`src/rtl/mac_cs.sv`:
```
module mac_cs #(
  parameter int W   = 16,
  parameter int LOW = 2
) (
  input  logic             clk,
  input  logic             rst_n,
  input  logic             clr,
  input  logic             in_valid,
  input  logic             op_unsigned,
  input  logic [W-1:0]     op_a,
  input  logic [W-1:0]     op_b,
  input  logic             rd_req,
  output logic             res_valid,
  output logic [2*W-1:0]   res
);

  localparam int ACCW = 2 * W;
  localparam int HIW  = ACCW - LOW;
  localparam int EW   = ((W + 2) / 2) * 2;
  localparam int NG   = EW / 2;
  localparam int NR   = NG + 4;

  function automatic int rows_at(int lv);
    int n = NR;
    for (int i = 0; i < lv; i++) n = (n / 3) * 2 + n % 3;
    return n;
  endfunction

  function automatic int level_count();
    int n = NR;
    int l = 0;
    while (n > 2) begin
      n = (n / 3) * 2 + n % 3;
      l++;
    end
    return l;
  endfunction

  localparam int NLV = level_count();

  logic [HIW-1:0]  s_hi, c_hi;
  logic [LOW-1:0]  lo_q;
  logic            k_q;

  logic            a_sx, b_sx;
  logic [ACCW-1:0] ax;
  logic [EW:0]     bext;
  logic [ACCW-1:0] fb;
  logic [ACCW-1:0] neg_row;
  logic [ACCW-1:0] lvl [NLV+1][NR];

  assign a_sx = ~op_unsigned & op_a[W-1];
  assign b_sx = ~op_unsigned & op_b[W-1];
  assign ax   = {{(ACCW-W){a_sx}}, op_a};
  assign bext = {{(EW-W){b_sx}}, op_b, 1'b0};
  assign fb   = {ACCW{~clr}};

  // Booth radix-4 partial products; negation completed by neg_row bits
  logic [NG-1:0] neg_bits;
  for (genvar g = 0; g < NG; g++) begin : g_pp
    localparam int SH = 2 * g;
    logic [2:0]      trip;
    logic            one, two, neg;
    logic [ACCW-1:0] mag;
    assign trip = bext[SH+2:SH];
    assign one  = trip[1] ^ trip[0];
    assign two  = (trip == 3'b011) | (trip == 3'b100);
    assign neg  = trip[2] & ~(trip[1] & trip[0]);
    assign mag  = one ? ax : (two ? {ax[ACCW-2:0], 1'b0} : '0);
    assign lvl[0][g] = (neg ? ~mag : mag) << SH;
    assign neg_bits[g] = neg;
  end

  always_comb begin
    neg_row = '0;
    for (int g = 0; g < NG; g++) neg_row[2*g] = neg_bits[g];
  end

  assign lvl[0][NG]   = neg_row;
  assign lvl[0][NG+1] = {s_hi, lo_q} & fb;
  assign lvl[0][NG+2] = {c_hi, {LOW{1'b0}}} & fb;
  assign lvl[0][NG+3] = (ACCW'(k_q) << LOW) & fb;

  // 3:2 compression tree, level by level
  for (genvar l = 0; l < NLV; l++) begin : g_lvl
    localparam int NIN  = rows_at(l);
    localparam int NT   = NIN / 3;
    localparam int NOUT = rows_at(l + 1);
    for (genvar t = 0; t < NT; t++) begin : g_csa
      logic [ACCW-1:0] x, y, z, maj;
      assign x   = lvl[l][3*t];
      assign y   = lvl[l][3*t+1];
      assign z   = lvl[l][3*t+2];
      assign maj = (x & y) | (x & z) | (y & z);
      assign lvl[l+1][2*t]   = x ^ y ^ z;
      assign lvl[l+1][2*t+1] = {maj[ACCW-2:0], 1'b0};
    end
    for (genvar r = 0; r < NIN % 3; r++) begin : g_pass
      assign lvl[l+1][2*NT+r] = lvl[l][3*NT+r];
    end
    for (genvar r = NOUT; r < NR; r++) begin : g_zero
      assign lvl[l+1][r] = '0;
    end
  end

  for (genvar r = rows_at(0); r < NR; r++) begin : g_zero0
    assign lvl[0][r] = '0;
  end

  logic [ACCW-1:0] s2, c2;
  assign s2 = lvl[NLV][0];
  assign c2 = lvl[NLV][1];

  // early resolution of the low field
  logic [LOW-1:0] gl, pl, lo_n;
  logic [LOW:0]   cy;
  always_comb begin
    gl = s2[LOW-1:0] & c2[LOW-1:0];
    pl = s2[LOW-1:0] ^ c2[LOW-1:0];
    cy = '0;
    for (int i = 0; i < LOW; i++) cy[i+1] = gl[i] | (pl[i] & cy[i]);
    lo_n = pl ^ cy[LOW-1:0];
  end

  always_comb begin
    assert_low_resolve_R2: assert ({cy[LOW], lo_n} == ({1'b0, s2[LOW-1:0]} + {1'b0, c2[LOW-1:0]}));
  end

  always_ff @(posedge clk or negedge rst_n) begin
    if (!rst_n) begin
      s_hi <= '0;
      c_hi <= '0;
      lo_q <= '0;
      k_q  <= 1'b0;
    end else if (in_valid) begin
      s_hi <= s2[ACCW-1:LOW];
      c_hi <= c2[ACCW-1:LOW];
      lo_q <= lo_n;
      k_q  <= cy[LOW];
    end else if (clr) begin
      s_hi <= '0;
      c_hi <= '0;
      lo_q <= '0;
      k_q  <= 1'b0;
    end
  end

  // final adder, used only on read
  logic [ACCW-1:0] acc_val;
  assign acc_val = {s_hi + c_hi + HIW'(k_q), lo_q};

  always_ff @(posedge clk or negedge rst_n) begin
    if (!rst_n) begin
      res_valid <= 1'b0;
      res       <= '0;
    end else begin
      res_valid <= rd_req;
      if (rd_req) res <= acc_val;
    end
  end

  // reference product for checking the accumulation loop
  logic [ACCW-1:0] prod_ref;
  assign prod_ref = op_unsigned ? ({{W{1'b0}}, op_a} * {{W{1'b0}}, op_b})
                                : ACCW'($signed(op_a) * $signed(op_b));

  assert_accumulate_R2: assert property (@(posedge clk) disable iff (!rst_n)
    (in_valid && !clr) |=> acc_val == $past(acc_val) + $past(prod_ref));

  assert_load_product_R6: assert property (@(posedge clk) disable iff (!rst_n)
    (in_valid && clr) |=> acc_val == $past(prod_ref));

  assert_clear_R5: assert property (@(posedge clk) disable iff (!rst_n)
    (clr && !in_valid) |=> acc_val == '0);

  assert_hold_R7: assert property (@(posedge clk) disable iff (!rst_n)
    (!clr && !in_valid) |=> $stable(acc_val));

  assert_read_pulse_R8: assert property (@(posedge clk) disable iff (!rst_n)
    rd_req |=> res_valid && res == $past(acc_val));

  assert_no_spurious_valid_R8: assert property (@(posedge clk) disable iff (!rst_n)
    !rd_req |=> !res_valid);

endmodule

```
`config.mk`:
```
export PLATFORM = sky130hd
export DESIGN_NAME = mac_cs
export DESIGN_NICKNAME = d
export VERILOG_FILES = /design/src/rtl/mac_cs.sv
export SDC_FILE = /design/constraint.sdc
export NUM_CORES = 1
export LEC_CHECK = 0
export BUFFER_PORTS_ARGS = -buffer_cell sky130_fd_sc_hd__clkbuf_2
export CORE_ASPECT_RATIO = 2
export CORE_UTILIZATION = 59
export CTS_CLUSTER_DIAMETER = 80
export DETAILED_ROUTE_END_ITERATION = 16
export PLACE_DENSITY = 0.8
export RECOVER_POWER = 50
export SETUP_SLACK_MARGIN = 0.3
export SLEW_MARGIN = 15
export SYNTH_ARGS = -nofsm -noshare
export SYNTH_HDL_FRONTEND = slang
export SYNTH_SLANG_ARGS = --single-unit
```
`constraint.sdc`:
```
create_clock -name clk -period 3.1 [get_ports clk]
set_clock_uncertainty 0.1 [all_clocks]
set_input_delay 0.31 -clock clk [delete_from_list [all_inputs] [get_ports clk]]
set_output_delay 0.31 -clock clk [all_outputs]
set_load 0.03 [all_outputs]
```
==> flow_metrics.py, run 1 <==
metrics = {
    "setup_path": {
        "cp_max_fo": 4,
        "cp_slowest_cell": "fa_2",
        "slowest_delay_ns": 0.53,
        "crit_end": "s_hi[29]$_DFFE_PN0P_",
        "cp.buffers_inverters": 2,
        "cp-startpoint": "op_b[13]",
        "end_kind": "register",
        "crit_arrival_ns": 4.54,
        "cp_cell_sequence": "clkbuf_16 -> ha_4 -> mux2_4 -> buf_6 -> nand2_4 -> o21ai_4 -> xnor2_2 -> fa_2 -> maj3_2 -> fa_1 -> fa_2 -> xnor2_2 -> xnor2_1 -> xnor2_1 -> xnor2_1 -> xnor2_1 -> xnor2_1 -> o21ai_1",
        "critPathTopFamily": "adder cells",
        "reg2reg_to": "s_hi[29]$_DFFE_PN0P_",
        "cp_common_cell": "xnor2_1",
        "critical_path_required_ns": 3.25,
        "regToRegSetupSlack_ns": -0.51,
        "worst-r2r-cell-count": 13,
        "crit_path_start_kind": "input port",
        "critPathKind": "input port to register",
        "cp_num_cells": 18,
        "r2r-start": "c_hi[28]$_DFFE_PN0P_",
    },
    "synth": {
        "async_flop_share": 1.00,
        "synth_edf_count": 0,
        "synth_cell_types": 81,
        "synthTopCellsByArea": "fa_1, dfrtp_1, ha_1",
        "synth_flop_cell": "dfrtp_1",
        "synth_top_area_cell": "fa_1",
        "synth_most_common_cell": "inv_1",
        "yosysTopAreaCellShare": 0.222,
        "synth_nets": 2180,
        "ys_top_cells_by_count": "inv_1, fa_1, nand2_1, ha_1, clkbuf_1",
        "ys_ff_latch": 95,
        "yosysSeqAreaShare": 0.148,
        "syn-mean-instance-area_um2": 8.78,
        "yosysWarningCount": 0,
        "netlist_area_um2": 16100,
        "netlist_instances": 1833,
    },
    "cts": {
        "cts_tree": "done",
        "cts_max_path_buffers": 2,
        "cts_inserted_buffers": 9,
        "clkLatencyLatePin_ns": 0.37,
        "htreeDepth": 3,
        "cts_root_buf": "clkbuf_16",
        "clock-sinks": 95,
        "path_clk_slew_ns": 0.07,
        "hold_buffers": 0,
    },
    "timing": {
        "tightest_slew_ns": 2.08,
        "slew_headroom": -0.385,
        "fin_ws_ns": -1.29,
        "finalSetupViolCount": 55,
        "fmax_mhz": 228,
        "finalMaxSlewViolations": 121,
        "rsz0062_at_grt": "true",
        "period_share": 1.42,
        "hold_violations": 0,
        "fin_crit_ns": 4.39,
        "fin_hold_ws_ns": 0.131,
    },
    "layout": {
        "fill_cells": 1515,
        "nets": 2446,
        "layout.cells.non_filler": 2452,
        "antenna_cells": 0,
        "drive_above_1_share": 0.423,
        "areaGrowthSynthToFinish_pct": 35.9,
    },
    "routing": {
        "drt_wl_total_mm": 57.0,
        "firstDrtPassIters": 8,
        "vias": 15426,
        "antenna_left": 0,
        "drc": 0,
        "wl_per_cell_um": 23.2,
        "drt_iter0_markers": 1166,
        "routed_via_density": 6.29,
    },
    "die": {
        "rows": 85,
        "pin_count": 71,
        "design.core.area_um2": 26900,
        "initial_utilization": 0.598,
        "die_area_um2": 28000,
        "die_x_um": 119,
        "die_h_um": 236,
    },
    "placement": {
        "placedCellCount": 2353,
        "port_buffers": 70,
        "hpwl_mm": 38.5,
        "finalWeightedCongestion": 0.967,
    },
    "global_route": {
        "gr-total-overflow": 0,
        "grt_max_degree": 76,
        "grt_pass1_wl_mm": 83.2,
        "grt_pass1_vias": 16167,
        "antenna_found_initial": 0,
        "track_usage": 0.383,
    },
    "job": {
        "cap_violations": 2,
    },
    "power": {
        "power.density_nw_per_um2": 932,
        "p_leak_nw": 9.86,
        "vdd_drop_max_mv": 0.670,
    },
    "outcome": {
        "violations": "capacitance limit, slew limit, setup timing",
        "status": "complete, but fails checks",
    },
    "worst_hold_path": {
        "hp-class": "input port to register",
    },
}
==> where the power goes <==
group / internal (mW) / total [mW] / switching, mW
sequential: 1.87 / 2.15 / 0.280
clock: 0.759 / 1.30 / 0.536
combinational: 7.93 / 16.9 / 9.00
total: 10.6 / 20.4 / 9.82
==> worst min-delay path by stage <==
stage,slack [ns],cells after the start,endpoint,from
3_3_place_gp,0.39,2,c_hi[29]$_DFFE_PN0P_,c_hi[29]$_DFFE_PN0P_
4_1_cts,0.04,1,res[4]$_DFFE_PN0P_,rst_n
2_1_floorplan,-0.09,0,c_hi[0]$_DFFE_PN0P_,rst_n
3_5_place_dp,0.39,2,res[31]$_DFFE_PN0P_,res[31]$_DFFE_PN0P_
6_report,0.13,2,c_hi[1]$_DFFE_PN0P_,in_valid
5_1_grt,0.15,2,c_hi[1]$_DFFE_PN0P_,in_valid
==> area by class of cell <==
class	instances	area, um^2	share of cell area
clock buffer	11	253	0.0116
sequential	95	2380	0.109
inverter	220	905	0.0414
clock inverter	5	86.3	0.00395
timing repair buffer	407	3750	0.172
multi-input combinational	1366	14100	0.643
tap	348	435	0.0199
==> cells by family (layout without fill, tap and decap cells) <==
family                   Yosys count  after routing  synth area share
AO/OA/AOI/OAI                    450            450             0.189
XOR/XNOR                         135            135            0.0744
other                              1              1          0.000233
adder cells (fa/ha/maj)          320            320             0.330
buffers and inverters            372            643            0.0919
flip-flops                        95             95             0.148
AND/OR/NAND/NOR                  383            383             0.113
multiplexers                      77             77            0.0527
==> routing by layer <==
layer	GRT usage	wire [um]	vias to the layer above
met1	0.382	18500	7533
met5	0	0	-
met4	0.297	5930	0
met3	0.0484	3150	370
li1	-	-	6728
met2	0.707	29400	795
==> worst register-to-register path, delay by kind of cell, from the launching register on <==
family	cells	cell delay [ns]
fa+ha+maj	4	1.50
xor+xnor	6	1.01
simple gates	1	0.38
flops	1	0.36
compound gates	1	0.10
buf+inv	1	0.05
==> cells in the final DEF (no fill, tap or decap), types with 63 or more instances in the layout <==
master      n
dfrtp_1    95
xnor2_1    68
inv_1     146
fa_2       79
a211oi_1   73
nand2_1   142
nor2_1     70
ha_1      100
a21oi_1    74
buf_4     245
fa_1       99
nor2b_1    63
==> stage by stage <==
stage	utilization	setup TNS [ns]	total power, mW	instance area, um^2	worst slack [ns]
after floorplan	-	-57.99	12.0	16900	-1.35
after global placement	0.702	-70.80	14.9	18900	-1.50
after detailed placement	0.702	-75.58	16.0	18900	-1.59
after CTS	0.787	-45.50	18.9	21200	-1.06
after global routing	0.813	-57.36	21.9	21900	-1.48
final	0.813	-52.58	20.4	21900	-1.29
==> sequential cells by signal (all words and copies together), names as in the netlist <==
signal,cells
c_hi,30
res,32
s_hi,30
lo_q,2
res_valid,1
==> repair_timing <==
action | 4_1_cts | 5_1_grt
endpoints found under the setup margin | 61 | 65
pin swaps | 174 | 115
cloned | 4 | 0
setup buffers | 52 | 27
gates resized for setup | 327 | 132
No activity file was read; power rests on OpenSTA's default activity.
==> inputs of run 2 (changes only) <==
--- a/config.mk
+++ b/config.mk
@@ -7,10 +7,10 @@
 export LEC_CHECK = 0
 export BUFFER_PORTS_ARGS = -buffer_cell sky130_fd_sc_hd__clkbuf_2
 export CORE_ASPECT_RATIO = 2
-export CORE_UTILIZATION = 59
-export CTS_CLUSTER_DIAMETER = 80
+export CORE_UTILIZATION = 60
+export CTS_CLUSTER_DIAMETER = 100
 export DETAILED_ROUTE_END_ITERATION = 16
-export PLACE_DENSITY = 0.8
+export PLACE_DENSITY = 0.78
 export RECOVER_POWER = 50
 export SETUP_SLACK_MARGIN = 0.3
 export SLEW_MARGIN = 15
==> constraint.sdc (replaced) <==
create_clock -name clk -period 4.8 [get_ports clk]
set_clock_uncertainty 0.1 [all_clocks]
set_input_delay 0.48 -clock clk [delete_from_list [all_inputs] [get_ports clk]]
set_output_delay 0.48 -clock clk [all_outputs]
set_load 0.005 [all_outputs]
==> run 2 against run 1 <==
The run ends with capacitance limit, slew limit left. Final cell count is 8.7% lower. Critical path type unchanged. Count of clock-buffer cells in the layout decreased by 2. Worst hold slack better by 0.20 ns.
==> flow_metrics.py, run 2 (synthesis results as in run 1) <==
metrics = {
    "timing": {
        "hold_violations": 0,
        "fin_hold_ws_ns": 0.333,
        "rsz0062_at_grt": "true",
        "tightest_slew_ns": 2.62,
        "fin_crit_ns": 4.37,
        "fmax_mhz": 229,
        "period_share": 0.911,
        "finalMaxSlewViolations": 94,
        "finalSetupViolCount": 0,
        "slew_headroom": -0.746,
        "fin_ws_ns": 0.426,
    },
    "global_route": {
        "grt_pass1_wl_mm": 69.7,
        "track_usage": 0.322,
        "grt_pass1_vias": 13815,
        "antenna_found_initial": 0,
        "gr-total-overflow": 0,
        "grt_max_degree": 53,
    },
    "worst_hold_path": {
        "hp-class": "input port to register",
        "holdPathStages": 2,
    },
    "power": {
        "power.density_nw_per_um2": 573,
        "vdd_drop_max_mv": 0.299,
        "p_leak_nw": 8.25,
        "pwr-share-seq": 0.134,
        "clockPowerShare": 0.083,
        "p_sw_frac": 0.469,
        "switching_power_mw": 4.83,
        "internal_power_mw": 5.47,
        "pwr-share-comb": 0.782,
    },
    "setup_path": {
        "crit_path_start_kind": "input port",
        "cp_common_cell": "fa_1",
        "cp_slowest_cell": "fa_1",
        "worst-r2r-cell-count": 13,
        "end_kind": "register",
        "slowest_delay_ns": 0.49,
        "cp_max_fo": 16,
        "cp_cell_sequence": "clkbuf_2 -> inv_2 -> ha_4 -> buf_6 -> nor2b_2 -> a21o_1 -> a221oi_4 -> fa_1 -> inv_1 -> fa_1 -> fa_1 -> inv_1 -> fa_1 -> fa_1 -> mux2_2",
        "crit_arrival_ns": 4.52,
        "critical_path_required_ns": 4.95,
        "critPathKind": "input port to register",
    },
    "placement": {
        "hpwl_mm": 35.2,
        "finalWeightedCongestion": 0.961,
        "place_area_um2": 17400,
        "post-place-ws_ns": -0.109,
        "port_buffers": 70,
    },
    "layout": {
        "final_common_cell": "inv_1",
        "regMostFlops": "res",
        "largest_reg_flops": 32,
        "largest_registers": "res x32, c_hi x30, s_hi x30",
        "drive_above_1_share": 0.185,
        "most-common-layout-cells": "inv_1, fa_1, nand2_1",
        "stdcell_area_um2": 18000,
        "antenna_cells": 0,
        "areaGrowthSynthToFinish_pct": 11.7,
        "utilization": 0.684,
        "nets": 2236,
    },
    "die": {
        "design.core.area_um2": 26300,
        "die_area_um2": 27500,
        "rows": 84,
        "die_h_um": 234,
        "initial_utilization": 0.612,
        "die_x_um": 118,
        "pin_count": 71,
    },
    "routing": {
        "drc": 0,
        "routed_via_density": 5.98,
        "drt_iter0_markers": 1015,
        "antenna_left": 0,
        "firstDrtPassIters": 6,
        "drt_wl_total_mm": 42.7,
        "vias": 13384,
        "wl_per_cell_um": 19.1,
    },
    "cts": {
        "cts_max_path_buffers": 2,
        "htreeDepth": 3,
        "path_clk_slew_ns": 0.07,
        "hold_buffers": 0,
        "cts_inserted_buffers": 9,
        "cts_tree": "done",
        "clkLatencyLatePin_ns": 0.37,
        "cts_root_buf": "clkbuf_16",
        "clock-sinks": 95,
    },
    "outcome": {
        "status": "complete, but fails checks",
        "violations": "capacitance limit, slew limit",
    },
    "job": {
        "cap_violations": 2,
    },
}
[run 2: through the flow]
stage	power (mW)	std cells	TNS, ns
2_1_floorplan	7.22	1833	0
4_1_cts	10.3	2231	0
3_5_place_dp	9.39	2215	-0.321
6_report	10.3	2238	0
5_1_grt	11.6	2238	0
3_3_place_gp	8.90	2215	0
[run 2: what timing repair did]
action	CTS	global route
endpoints found under the setup margin	1	34
gates resized for setup	2	24
pin swaps	0	9
buffers inserted	0	7
[run 2: worst max-delay path, delay by kind of cell]
kind | cells | cell delay [ns]
AND/OR/NAND/NOR | 1 | 0.17
adder cells (fa/ha/maj) | 6 | 2.55
buffers and inverters | 5 | 0.47
AO/OA/AOI/OAI | 2 | 0.59
multiplexers | 1 | 0.27
[run 2: layout make-up]
cell class | instances | area [um^2]
clock buffer | 9 | 225
clock inverter | 7 | 126
fill | 2132 | 8300
inverter | 220 | 847
multi-input combinational | 1366 | 12600
sequential | 95 | 2380
tap | 344 | 430
timing repair buffer | 197 | 1410
[run 2: power groups by stage]
stage	clock [mW]	sequential, mW	combinational, mW
2_1_floorplan	0	1.36	5.86
3_3_place_gp	0	1.38	7.52
3_5_place_dp	0	1.39	8.00
4_1_cts	0.879	1.38	8.08
5_1_grt	0.910	1.42	9.27
6_report	0.859	1.38	8.06
[run 2: path summary, 6_finish.rpt]
| path | start | end | slack (ns) |
|---|---|---|---|
| setup / recovery | op_b[1] | s_hi[10]$_DFFE_PN0P_ | 0.43 |
| setup reg to reg | c_hi[28]$_DFFE_PN0P_ | s_hi[29]$_DFFE_PN0P_ | 1.38 |
| hold / removal | in_valid | c_hi[1]$_DFFE_PN0P_ | 0.33 |
| hold reg to reg | res[13]$_DFFE_PN0P_ | res[13]$_DFFE_PN0P_ | 0.41 |
| max in group asynchronous | rst_n | c_hi[24]$_DFFE_PN0P_ | 1.50 |
| min in group asynchronous | rst_n | res[4]$_DFFE_PN0P_ | 0.82 |
[run 2: per-layer routing]
layer  GRT usage  routed length [um]  vias up
met1       0.345               15800     6542
met5           0                   0        -
met2       0.587               22200      417
li1            -                   -     6263
met4       0.244                3270        0
met3      0.0264                1340      162
